**config.mk**
```make
export PLATFORM = sky130hd
export DESIGN_NAME = jtag_tap_bist
export DESIGN_NICKNAME = d
export VERILOG_FILES = /design/src/rtl/jtag_tap_pkg.sv /design/src/rtl/tap_fsm.sv /design/src/rtl/tap_ir.sv /design/src/rtl/tap_selftest.sv /design/src/rtl/jtag_tap_bist.sv
export SDC_FILE = /design/constraint.sdc
export NUM_CORES = 1
export LEC_CHECK = 0
export CORE_ASPECT_RATIO = 0.8
export CORE_MARGIN = 2
export CORE_UTILIZATION = 48
export DETAILED_ROUTE_END_ITERATION = 16
export GPL_ROUTABILITY_DRIVEN = 0
export MAX_ROUTING_LAYER = met4
export PLACE_DENSITY = 0.64
export SYNTH_ARGS = -nofsm -noshare
export SYNTH_HDL_FRONTEND = slang
export SYNTH_HIERARCHICAL = 1
export SYNTH_SLANG_ARGS = --single-unit
```
**constraint.sdc**
```tcl
create_clock -name tck -period 5.56 [get_ports tck]
set_input_delay 0.556 -clock tck [delete_from_list [all_inputs] [get_ports tck]]
set_output_delay 0.556 -clock tck [all_outputs]
set_load 0.01 [all_outputs]
```
**src/rtl/jtag_tap_pkg.sv**
```systemverilog
package jtag_tap_pkg;

  typedef enum logic [3:0] {
    ST_RESET, ST_IDLE,
    ST_SEL_DR, ST_CAP_DR, ST_SH_DR, ST_EX1_DR, ST_PAU_DR, ST_EX2_DR, ST_UPD_DR,
    ST_SEL_IR, ST_CAP_IR, ST_SH_IR, ST_EX1_IR, ST_PAU_IR, ST_EX2_IR, ST_UPD_IR
  } tap_state_e;

  typedef enum logic [1:0] {DR_BYPASS, DR_IDENT, DR_BOUND, DR_SELFTEST} dr_sel_e;

  localparam int IR_W = 4;
  localparam logic [IR_W-1:0] OP_EXTEST  = 4'b0000;
  localparam logic [IR_W-1:0] OP_SAMPLE  = 4'b0001;
  localparam logic [IR_W-1:0] OP_IDCODE  = 4'b0010;
  localparam logic [IR_W-1:0] OP_RUNBIST = 4'b1000;
  localparam logic [IR_W-1:0] OP_BYPASS  = 4'b1111;
  localparam logic [IR_W-1:0] IR_CAPTURE = 4'b0001;

  function automatic tap_state_e tap_next(tap_state_e s, logic m);
    case (s)
      ST_RESET:  return m ? ST_RESET  : ST_IDLE;
      ST_IDLE:   return m ? ST_SEL_DR : ST_IDLE;
      ST_SEL_DR: return m ? ST_SEL_IR : ST_CAP_DR;
      ST_CAP_DR: return m ? ST_EX1_DR : ST_SH_DR;
      ST_SH_DR:  return m ? ST_EX1_DR : ST_SH_DR;
      ST_EX1_DR: return m ? ST_UPD_DR : ST_PAU_DR;
      ST_PAU_DR: return m ? ST_EX2_DR : ST_PAU_DR;
      ST_EX2_DR: return m ? ST_UPD_DR : ST_SH_DR;
      ST_UPD_DR: return m ? ST_SEL_DR : ST_IDLE;
      ST_SEL_IR: return m ? ST_RESET  : ST_CAP_IR;
      ST_CAP_IR: return m ? ST_EX1_IR : ST_SH_IR;
      ST_SH_IR:  return m ? ST_EX1_IR : ST_SH_IR;
      ST_EX1_IR: return m ? ST_UPD_IR : ST_PAU_IR;
      ST_PAU_IR: return m ? ST_EX2_IR : ST_PAU_IR;
      ST_EX2_IR: return m ? ST_UPD_IR : ST_SH_IR;
      default:   return m ? ST_SEL_DR : ST_IDLE;
    endcase
  endfunction

endpackage

```
**src/rtl/tap_fsm.sv**
```systemverilog
module tap_fsm
  import jtag_tap_pkg::*;
(
  input  logic       tck,
  input  logic       trst_n,
  input  logic       tms,
  output tap_state_e state
);
  always_ff @(posedge tck or negedge trst_n) begin
    if (!trst_n) state <= ST_RESET;
    else         state <= tap_next(state, tms);
  end
endmodule

```
**src/rtl/tap_ir.sv**
```systemverilog
module tap_ir
  import jtag_tap_pkg::*;
(
  input  logic            tck,
  input  logic            trst_n,
  input  logic            tdi,
  input  tap_state_e      state,
  output logic [IR_W-1:0] ir_q,
  output logic            ir_so
);
  logic [IR_W-1:0] ir_sh;

  always_ff @(posedge tck or negedge trst_n) begin
    if (!trst_n) begin
      ir_sh <= IR_CAPTURE;
      ir_q  <= OP_IDCODE;
    end else begin
      case (state)
        ST_RESET:  ir_q  <= OP_IDCODE;
        ST_CAP_IR: ir_sh <= IR_CAPTURE;
        ST_SH_IR:  ir_sh <= {tdi, ir_sh[IR_W-1:1]};
        ST_UPD_IR: ir_q  <= ir_sh;
        default: ;
      endcase
    end
  end

  assign ir_so = ir_sh[0];
endmodule

```
**src/rtl/tap_selftest.sv**
```systemverilog
module tap_selftest #(
  parameter int RUN_CYCLES = 1200000,
  localparam int CNT_W = $clog2(RUN_CYCLES + 1)
) (
  input  logic             tck,
  input  logic             trst_n,
  input  logic             armed,
  input  logic             in_idle,
  input  logic             in_reset,
  input  logic             core_done,
  input  logic             core_fail,
  output logic             result,
  output logic             running,
  output logic [CNT_W-1:0] cnt
);
  localparam logic [CNT_W-1:0] LAST = CNT_W'(RUN_CYCLES);
  localparam logic [CNT_W-1:0] PRE  = CNT_W'(RUN_CYCLES - 1);

  always_ff @(posedge tck or negedge trst_n) begin
    if (!trst_n) begin
      cnt    <= '0;
      result <= 1'b1;
    end else if (in_reset) begin
      cnt    <= '0;
      result <= 1'b1;
    end else if (!armed) begin
      cnt    <= '0;
    end else if (in_idle && cnt != LAST) begin
      cnt <= cnt + CNT_W'(1);
      if (cnt == PRE) result <= !(core_done && !core_fail);
    end
  end

  assign running = armed && in_idle && (cnt != LAST);
endmodule

```
**src/rtl/jtag_tap_bist.sv**
```systemverilog
module jtag_tap_bist
  import jtag_tap_pkg::*;
#(
  parameter logic [3:0]  ID_VERSION = 4'b0001,
  parameter logic        ID_SUPPLY  = 1'b0,
  parameter logic [14:0] ID_PART    = 15'b000001010000001,
  parameter logic [10:0] ID_MAKER   = 11'b00000001001,
  parameter int          RUN_CYCLES = 1200000,
  localparam int         ID_W       = 32,
  localparam int         CNT_W      = $clog2(RUN_CYCLES + 1)
) (
  input  logic tck,
  input  logic trst_n,
  input  logic tms,
  input  logic tdi,
  output logic tdo,
  output logic tdo_oe,
  input  logic bsr_so,
  output logic bsr_select,
  output logic bsr_mode,
  output logic bsr_capture,
  output logic bsr_shift,
  output logic bsr_update,
  output logic bist_run,
  input  logic bist_done,
  input  logic bist_fail
);
  localparam logic [ID_W-1:0] ID_WORD = {ID_VERSION, ID_SUPPLY, ID_PART, ID_MAKER, 1'b1};

  tap_state_e       state;
  logic [IR_W-1:0]  ir_q;
  logic             ir_so;
  logic             st_result;
  logic [CNT_W-1:0] st_cnt;
  dr_sel_e          dr_sel;
  logic [ID_W-1:0]  id_sh;
  logic             byp_q, st_sh, dr_so;

  tap_fsm u_fsm (.tck(tck), .trst_n(trst_n), .tms(tms), .state(state));

  tap_ir u_ir (.tck(tck), .trst_n(trst_n), .tdi(tdi), .state(state),
               .ir_q(ir_q), .ir_so(ir_so));

  tap_selftest #(.RUN_CYCLES(RUN_CYCLES)) u_st (
    .tck(tck), .trst_n(trst_n),
    .armed(ir_q == OP_RUNBIST), .in_idle(state == ST_IDLE), .in_reset(state == ST_RESET),
    .core_done(bist_done), .core_fail(bist_fail),
    .result(st_result), .running(bist_run), .cnt(st_cnt));

  // instruction decode; unlisted codes fall to bypass
  always_comb begin
    case (ir_q)
      OP_EXTEST, OP_SAMPLE: dr_sel = DR_BOUND;
      OP_IDCODE:            dr_sel = DR_IDENT;
      OP_RUNBIST:           dr_sel = DR_SELFTEST;
      default:              dr_sel = DR_BYPASS;
    endcase
  end

  // data registers held in this block
  always_ff @(posedge tck or negedge trst_n) begin
    if (!trst_n) begin
      id_sh <= ID_WORD;
      byp_q <= 1'b0;
      st_sh <= 1'b1;
    end else if (state == ST_CAP_DR) begin
      id_sh <= ID_WORD;
      byp_q <= 1'b0;
      st_sh <= st_result;
    end else if (state == ST_SH_DR) begin
      id_sh <= {tdi, id_sh[ID_W-1:1]};
      byp_q <= tdi;
      st_sh <= tdi;
    end
  end

  always_comb begin
    case (dr_sel)
      DR_IDENT:    dr_so = id_sh[0];
      DR_BOUND:    dr_so = bsr_so;
      DR_SELFTEST: dr_so = st_sh;
      default:     dr_so = byp_q;
    endcase
  end

  // boundary chain controls
  assign bsr_select  = (dr_sel == DR_BOUND);
  assign bsr_mode    = (ir_q == OP_EXTEST);
  assign bsr_capture = bsr_select && (state == ST_CAP_DR);
  assign bsr_shift   = bsr_select && (state == ST_SH_DR);
  assign bsr_update  = bsr_select && (state == ST_UPD_DR);

  // serial output retimed to the falling edge
  always_ff @(negedge tck or negedge trst_n) begin
    if (!trst_n) begin
      tdo    <= 1'b0;
      tdo_oe <= 1'b0;
    end else begin
      tdo    <= (state == ST_SH_IR) ? ir_so : dr_so;
      tdo_oe <= (state == ST_SH_IR) || (state == ST_SH_DR);
    end
  end
endmodule

```
==> impl_metrics.csv, run 1 <==
group,metric,value,unit
critical_path,r2r_cells,2,
synthesis,synth_nets,335,
clock_network,root_buffer,"clkbuf_8",
clock_network,postCtsHoldBufs,0,
sta,tightest_slew,806,ps
route,vias_per_cell,5.81,
clock_network,postCtsResizedCells,0,
global_route,grt_usage,19.8,%
synthesis,async_reset_ff_share,100,%
pwr,power.density,438,mW/mm2
synthesis,synth_area_leaders,"dfrtp_1, dfstp_2, a22o_1, nand2_1, a21oi_1",
die,die_x,98.6,um
die,dieHeight,79.7,um
synthesis,yosys.area.top_type_share,40.8,%
synthesis,yosysTopAreaCell,"dfrtp_1",
critical_path,cp_max_fo,1,
sta,maxSlewHeadroom,46.3,%
final_layout,mostFrequentLayoutCell,"dfrtp_1",
critical_path,cp.arrival,4070,ps
sta,skew,11.8,ps
global_route,grt_max_degree,43,
clock_network,clk_path_buf_depth,2,
clock_network,clock_sink_count,69,
final_layout,regArea,0.00174,mm2
global_route,grt_pass1_wl,11.9,mm
pwr,leakage,1.58,nW
route,drc_errors,0,
global_route,grt_pass1_vias,2322,
synthesis,synth_seq_area_share,50.7,%
route,drtPass1Iterations,4,
synthesis,synth_cells,326,
global_route,overflow,0,
final_layout,multi_input_area,0.00152,mm2
sta,finalHoldViolations,0,
die,rows,27,
critical_path,worstSetupStartpoint,"tdo",
critical_path,crit_slowest_cell,"clkdlybuf4s50_1",
final_layout,nets,344,
critical_path,start_kind,"flop",
synthesis,ys_types,66,
die,io_pins,15,
clock_network,cts_tree,"yes",
critical_path,worst-path-buf-inv,1,
synthesis,ys_ff_latch,69,
flow_run,maxCapViolCount,0,
synthesis,synth-warning-count,6,
synthesis,ys.flop_type,"dfrtp_1",
sta,maxSlewViolCount,0,
die,core,0.00689,mm2
clock_network,cts-htree-levels,3,
worst_hold_path,min_path_type,"input port to asynchronous set/reset pin",
final_layout,num-fill-cells,628,
critical_path,r2r_slack,1150,ps
route,wl,6.84,mm
clock_network,cts_setup_buffers,0,
route,vias,2482,
sta,setup_viol,0,
final_layout,final_core_util,54.7,%
final_layout,final_cell_mix,"dfrtp_1, nand2_1, a21oi_1, a22o_1, nor2_1",
final_layout,layout-drive-gt1-share,13.2,%
synthesis,synth_edf_count,0,
sta,fin_tns_setup,0,ps
outcome,status,"finished, final reports clean",
pwr,ir_worst_vdd,0.245,mV
final_layout,syn2layout_area_growth,9.69,%
critical_path,cp-end-kind,"output port",
critical_path,rr_endpoint,"tdo_oe",
die,initial_core_util,49.9,%
critical_path,critPathKind,"flop to output port",
route,dr.first_iter.drc_count,111,
critical_path,r2r-start,"u_fsm/state[3]",
die,dieArea,0.00785,mm2
route,ant_nets,0,
critical_path,max_stage_delay,540,ps
placement,post-dp-hpwl,4.46,mm
critical_path,worstPathRequired,5000,ps
critical_path,worstPathCellList,"clkdlybuf4s50_1",
clock_network,clk_pin_slew,80,ps
clock_network,cts-buffers-inserted,9,
sta,rsz0062_at_grt,"no",
final_layout,num_antenna_cells,0,
critical_path,critPathTopFamily,"buffers and inverters",
global_route,antenna_found_initial,0,
route,drt-wirelength-per-cell,16.0,um
sta,hold_slack,223,ps
clock_network,clkLatencyLatePin,340,ps
synthesis,syn_area_per_cell,10.5,um2
synthesis,netlist_area,0.00344,mm2
placement,io_buffer_count,14,
## how the worst max path moves through the flow
| stage | to | slack, ps | cells after the start |
|---|---|---|---|
| floorplan | tdo_oe | 1440 | 5 |
| global placement | tdo_oe | 1190 | 2 |
| detailed placement | tdo_oe | 1160 | 2 |
| CTS | tdo | 920 | 1 |
| global route | tdo | 900 | 1 |
| finish | tdo | 940 | 1 |
## per-layer routing
layer | wire length (um) | vias to the layer above | track usage [%] | part of all wire (%)
met5 | 0 | - | - | 0
met4 | 33 | 0 | 6.58 | 0.48
met3 | 298 | 2 | 4.55 | 4.4
met2 | 2950 | 43 | 26.3 | 43
met1 | 3560 | 1207 | 29.8 | 52
li1 | - | 1230 | - | -
## kinds of logic after synthesis
family | count (synthesis) | synth area share (%)
mux | 3 | 0.874
simple gates | 125 | 22.3
compound gates | 88 | 18.1
buf+inv | 31 | 5.32
flops | 69 | 50.7
xor+xnor | 8 | 2.04
fa+ha+maj | 2 | 0.728
## state kept, by name, indices dropped and copies added, names as in the netlist
| register | cells |
|---|---|
| u_ir/ir_sh | 4 |
| id_sh | 32 |
| st_sh | 1 |
| u_ir/ir_q | 4 |
| u_st/cnt | 21 |
| u_st/result | 1 |
| tdo | 1 |
| tdo_oe | 1 |
| u_fsm/state | 4 |
## power breakdown
part           internal, mW  switching, mW
Combinational         0.219          0.212
Sequential            0.652          0.156
Clock                 0.209          0.201
Total                  1.08          0.569
## Yosys cell counts, types with 2 or more instances
library cell,instances
a211o_1,2
a211oi_1,3
a21o_1,2
a21oi_1,21
a22o_1,20
a22o_2,2
and2_1,2
and3_1,3
and4_1,3
buf_1,2
buf_2,5
buf_4,2
buf_6,7
clkbuf_1,3
dfrtn_1,2
dfrtp_1,56
dfstp_2,11
ha_1,2
inv_1,12
mux2i_1,3
nand2_1,32
nand2b_1,3
nand3_1,12
nand3b_1,2
nand4_1,11
nor2_1,19
nor2b_1,2
nor4_1,3
nor4b_1,4
o211ai_1,3
o21ai_0,12
o22a_1,6
o22ai_1,4
o31ai_1,3
or3_1,6
or4_1,3
or4b_1,2
or4bb_1,2
xnor2_1,3
xor2_1,5
## stage by stage
step	setup slack [ps]	cell area, um2	instances	power, mW
after floorplan	1440	3440	326	1.16
after global placement	1190	3570	411	1.24
after detailed placement	1160	3570	411	1.25
after CTS	919	3770	427	1.67
after global routing	900	3770	427	1.77
final	936	3770	427	1.65
## layout make-up
cell class              instances  share of cell area [%]
flip-flops and latches         69                    46.2
multi-input cells             226                    40.3
repair buffers                 17                    4.18
clock buffers                   9                    3.29
well taps                      87                    2.89
clock inverters                 7                    1.96
inverters                      12                    1.20
Power figures use the tool's default switching activity.
==> run 2, diff against run 1 <==
==> constraint.sdc (replaced) <==
create_clock -name tck -period 4.6 [get_ports tck]
set_input_delay 0.46 -clock tck [delete_from_list [all_inputs] [get_ports tck]]
set_output_delay 0.46 -clock tck [all_outputs]
set_load 0.01 [all_outputs]
==> impl_metrics.csv, run 2 (synthesis gave the netlist of run 1 again) <==
group,metric,value,unit
outcome,status,"finished, final reports clean",
global_route,grt_max_degree,39,
pwr,power_frac_comb,32.1,%
die,initial_core_util,49.9,%
critical_path,cp_max_fo,1,
pwr,power.density,529,mW/mm2
die,io_pins,15,
final_layout,final_cell_mix,"dfrtp_1, nand2_1, a21oi_1, a22o_1, nor2_1",
sta,maxSlewHeadroom,49.6,%
pwr,leakage,1.60,nW
die,dieHeight,79.7,um
worst_hold_path,min_path_type,"input port to asynchronous set/reset pin",
critical_path,critPathKind,"flop to output port",
global_route,grt_usage,19.3,%
critical_path,worstPathCellList,"clkdlybuf4s50_1",
flow_run,maxCapViolCount,0,
global_route,overflow,0,
pwr,swShare,36.2,%
final_layout,largest_reg_flops,32,
clock_network,cts-htree-levels,3,
route,dr.first_iter.drc_count,160,
die,rows,27,
route,drc_errors,0,
critical_path,max_stage_delay,540,ps
global_route,grt_pass1_wl,11.5,mm
sta,skew,17.1,ps
placement,place_ws,844,ps
route,vias_per_cell,5.80,
route,wl,6.79,mm
sta,tightest_slew,746,ps
pwr,pwr-share-seq,44.1,%
final_layout,reg.largest.list,"id_sh x32, u_st/cnt x21",
critical_path,cp.arrival,3600,ps
clock_network,clk_pin_slew,90,ps
clock_network,cts_tree,"yes",
pwr,switchingPower,0.729,mW
sta,setup_viol,0,
route,vias,2510,
final_layout,largest_register,"id_sh",
final_layout,layout-drive-gt1-share,14.5,%
final_layout,num_antenna_cells,0,
route,drtPass1Iterations,4,
pwr,ir_worst_vdd,0.261,mV
final_layout,mostFrequentLayoutCell,"dfrtp_1",
die,core,0.00689,mm2
placement,io_buffer_count,14,
sta,fin_tns_setup,0,ps
sta,rsz0062_at_grt,"no",
clock_network,cts_setup_buffers,0,
clock_network,clock_sink_count,69,
die,die_x,98.6,um
route,drt-wirelength-per-cell,15.7,um
route,ant_nets,0,
critical_path,cp-end-kind,"output port",
pwr,p_int,1.29,mW
sta,maxSlewViolCount,0,
critical_path,crit_slowest_cell,"clkdlybuf4s50_1",
global_route,grt_pass1_vias,2256,
critical_path,worstPathRequired,4140,ps
clock_network,clkLatencyLatePin,350,ps
final_layout,nets,350,
sta,finalHoldViolations,0,
critical_path,start_kind,"flop",
clock_network,clk_path_buf_depth,2,
sta,fin_ws,539,ps
critical_path,worst-path-buf-inv,1,
clock_network,cts-buffers-inserted,9,
sta,hold_slack,465,ps
critical_path,critPathTopFamily,"buffers and inverters",
placement,post-dp-hpwl,4.51,mm
final_layout,syn2layout_area_growth,10.8,%
pwr,pwr-share-clk,23.8,%
clock_network,root_buffer,"clkbuf_8",
global_route,antenna_found_initial,0,
die,dieArea,0.00785,mm2
run 2: cell count changes in the layout (fill, tap and decap cells not counted):
cell,previous run,this run
bufinv_16,1,0
inv_6,1,4
clkinv_2,2,0
inv_8,0,2
dlygate4sd3_1,0,1
buf_4,3,8
clkinv_4,2,0
run 2: final timing paths:
| check | slack (ps) | start | endpoint | depth (start not counted) |
|---|---|---|---|---|
| min in group tck | 480 | st_sh | st_sh | 2 |
| worst max register to register | 780 | u_ir/ir_q[0] | tdo | 3 |
| max in group asynchronous | 1720 | trst_n | tdo | 2 |
| worst min-delay path | 470 | trst_n | id_sh[8] | 2 |
| worst min register to register | 480 | st_sh | st_sh | 2 |
| worst max-delay path | 540 | tdo | tdo | 1 |
run 2: worst reg2reg max path, delay by kind of cell (launching register included):
kind / cells / cell delay [ps]
flops: 1 / 430
simple gates: 1 / 700
compound gates: 2 / 390
run 2: final cells by class:
| cell class | instances | area, um2 |
|---|---|---|
| fillers | 625 | 3080 |
| flip-flops and latches | 69 | 1740 |
| multi-input cells | 226 | 1520 |
| repair buffers | 23 | 205 |
| clock buffers | 9 | 124 |
| well taps | 87 | 109 |
| clock inverters | 7 | 65.1 |
| inverters | 12 | 45.0 |
run 2: timing repair:
item / CTS / global route
endpoints found under the hold margin: 4 / 0
gates resized for setup: 0 / 0
hold buffers: 1 / 0
run 2: power by group through the flow:
stage	clock, mW	sequential, mW	combinational [mW]
after floorplan	0	0.899	0.501
after global placement	0	0.896	0.636
after detailed placement	0	0.900	0.646
after CTS	0.492	0.889	0.649
after global routing	0.526	0.908	0.717
final	0.479	0.888	0.647
run 2: routing by layer:
metal,up-vias,global-route usage [%],wire [um]
li1,1240,-,-
met1,1202,28.8,3590
met2,57,24.8,2770
met3,11,5.34,344
met4,0,7.40,91
met5,-,-,0
run 2: stage by stage:
stage          area [um2]  total power [mW]  utilization (%)  cells
2_1_floorplan        3440              1.40                -    326
3_3_place_gp         3610              1.53             52.4    416
3_5_place_dp         3610              1.55             52.4    416
4_1_cts              3810              2.03             55.2    433
5_1_grt              3810              2.15             55.2    433
6_report             3810              2.01             55.2    433
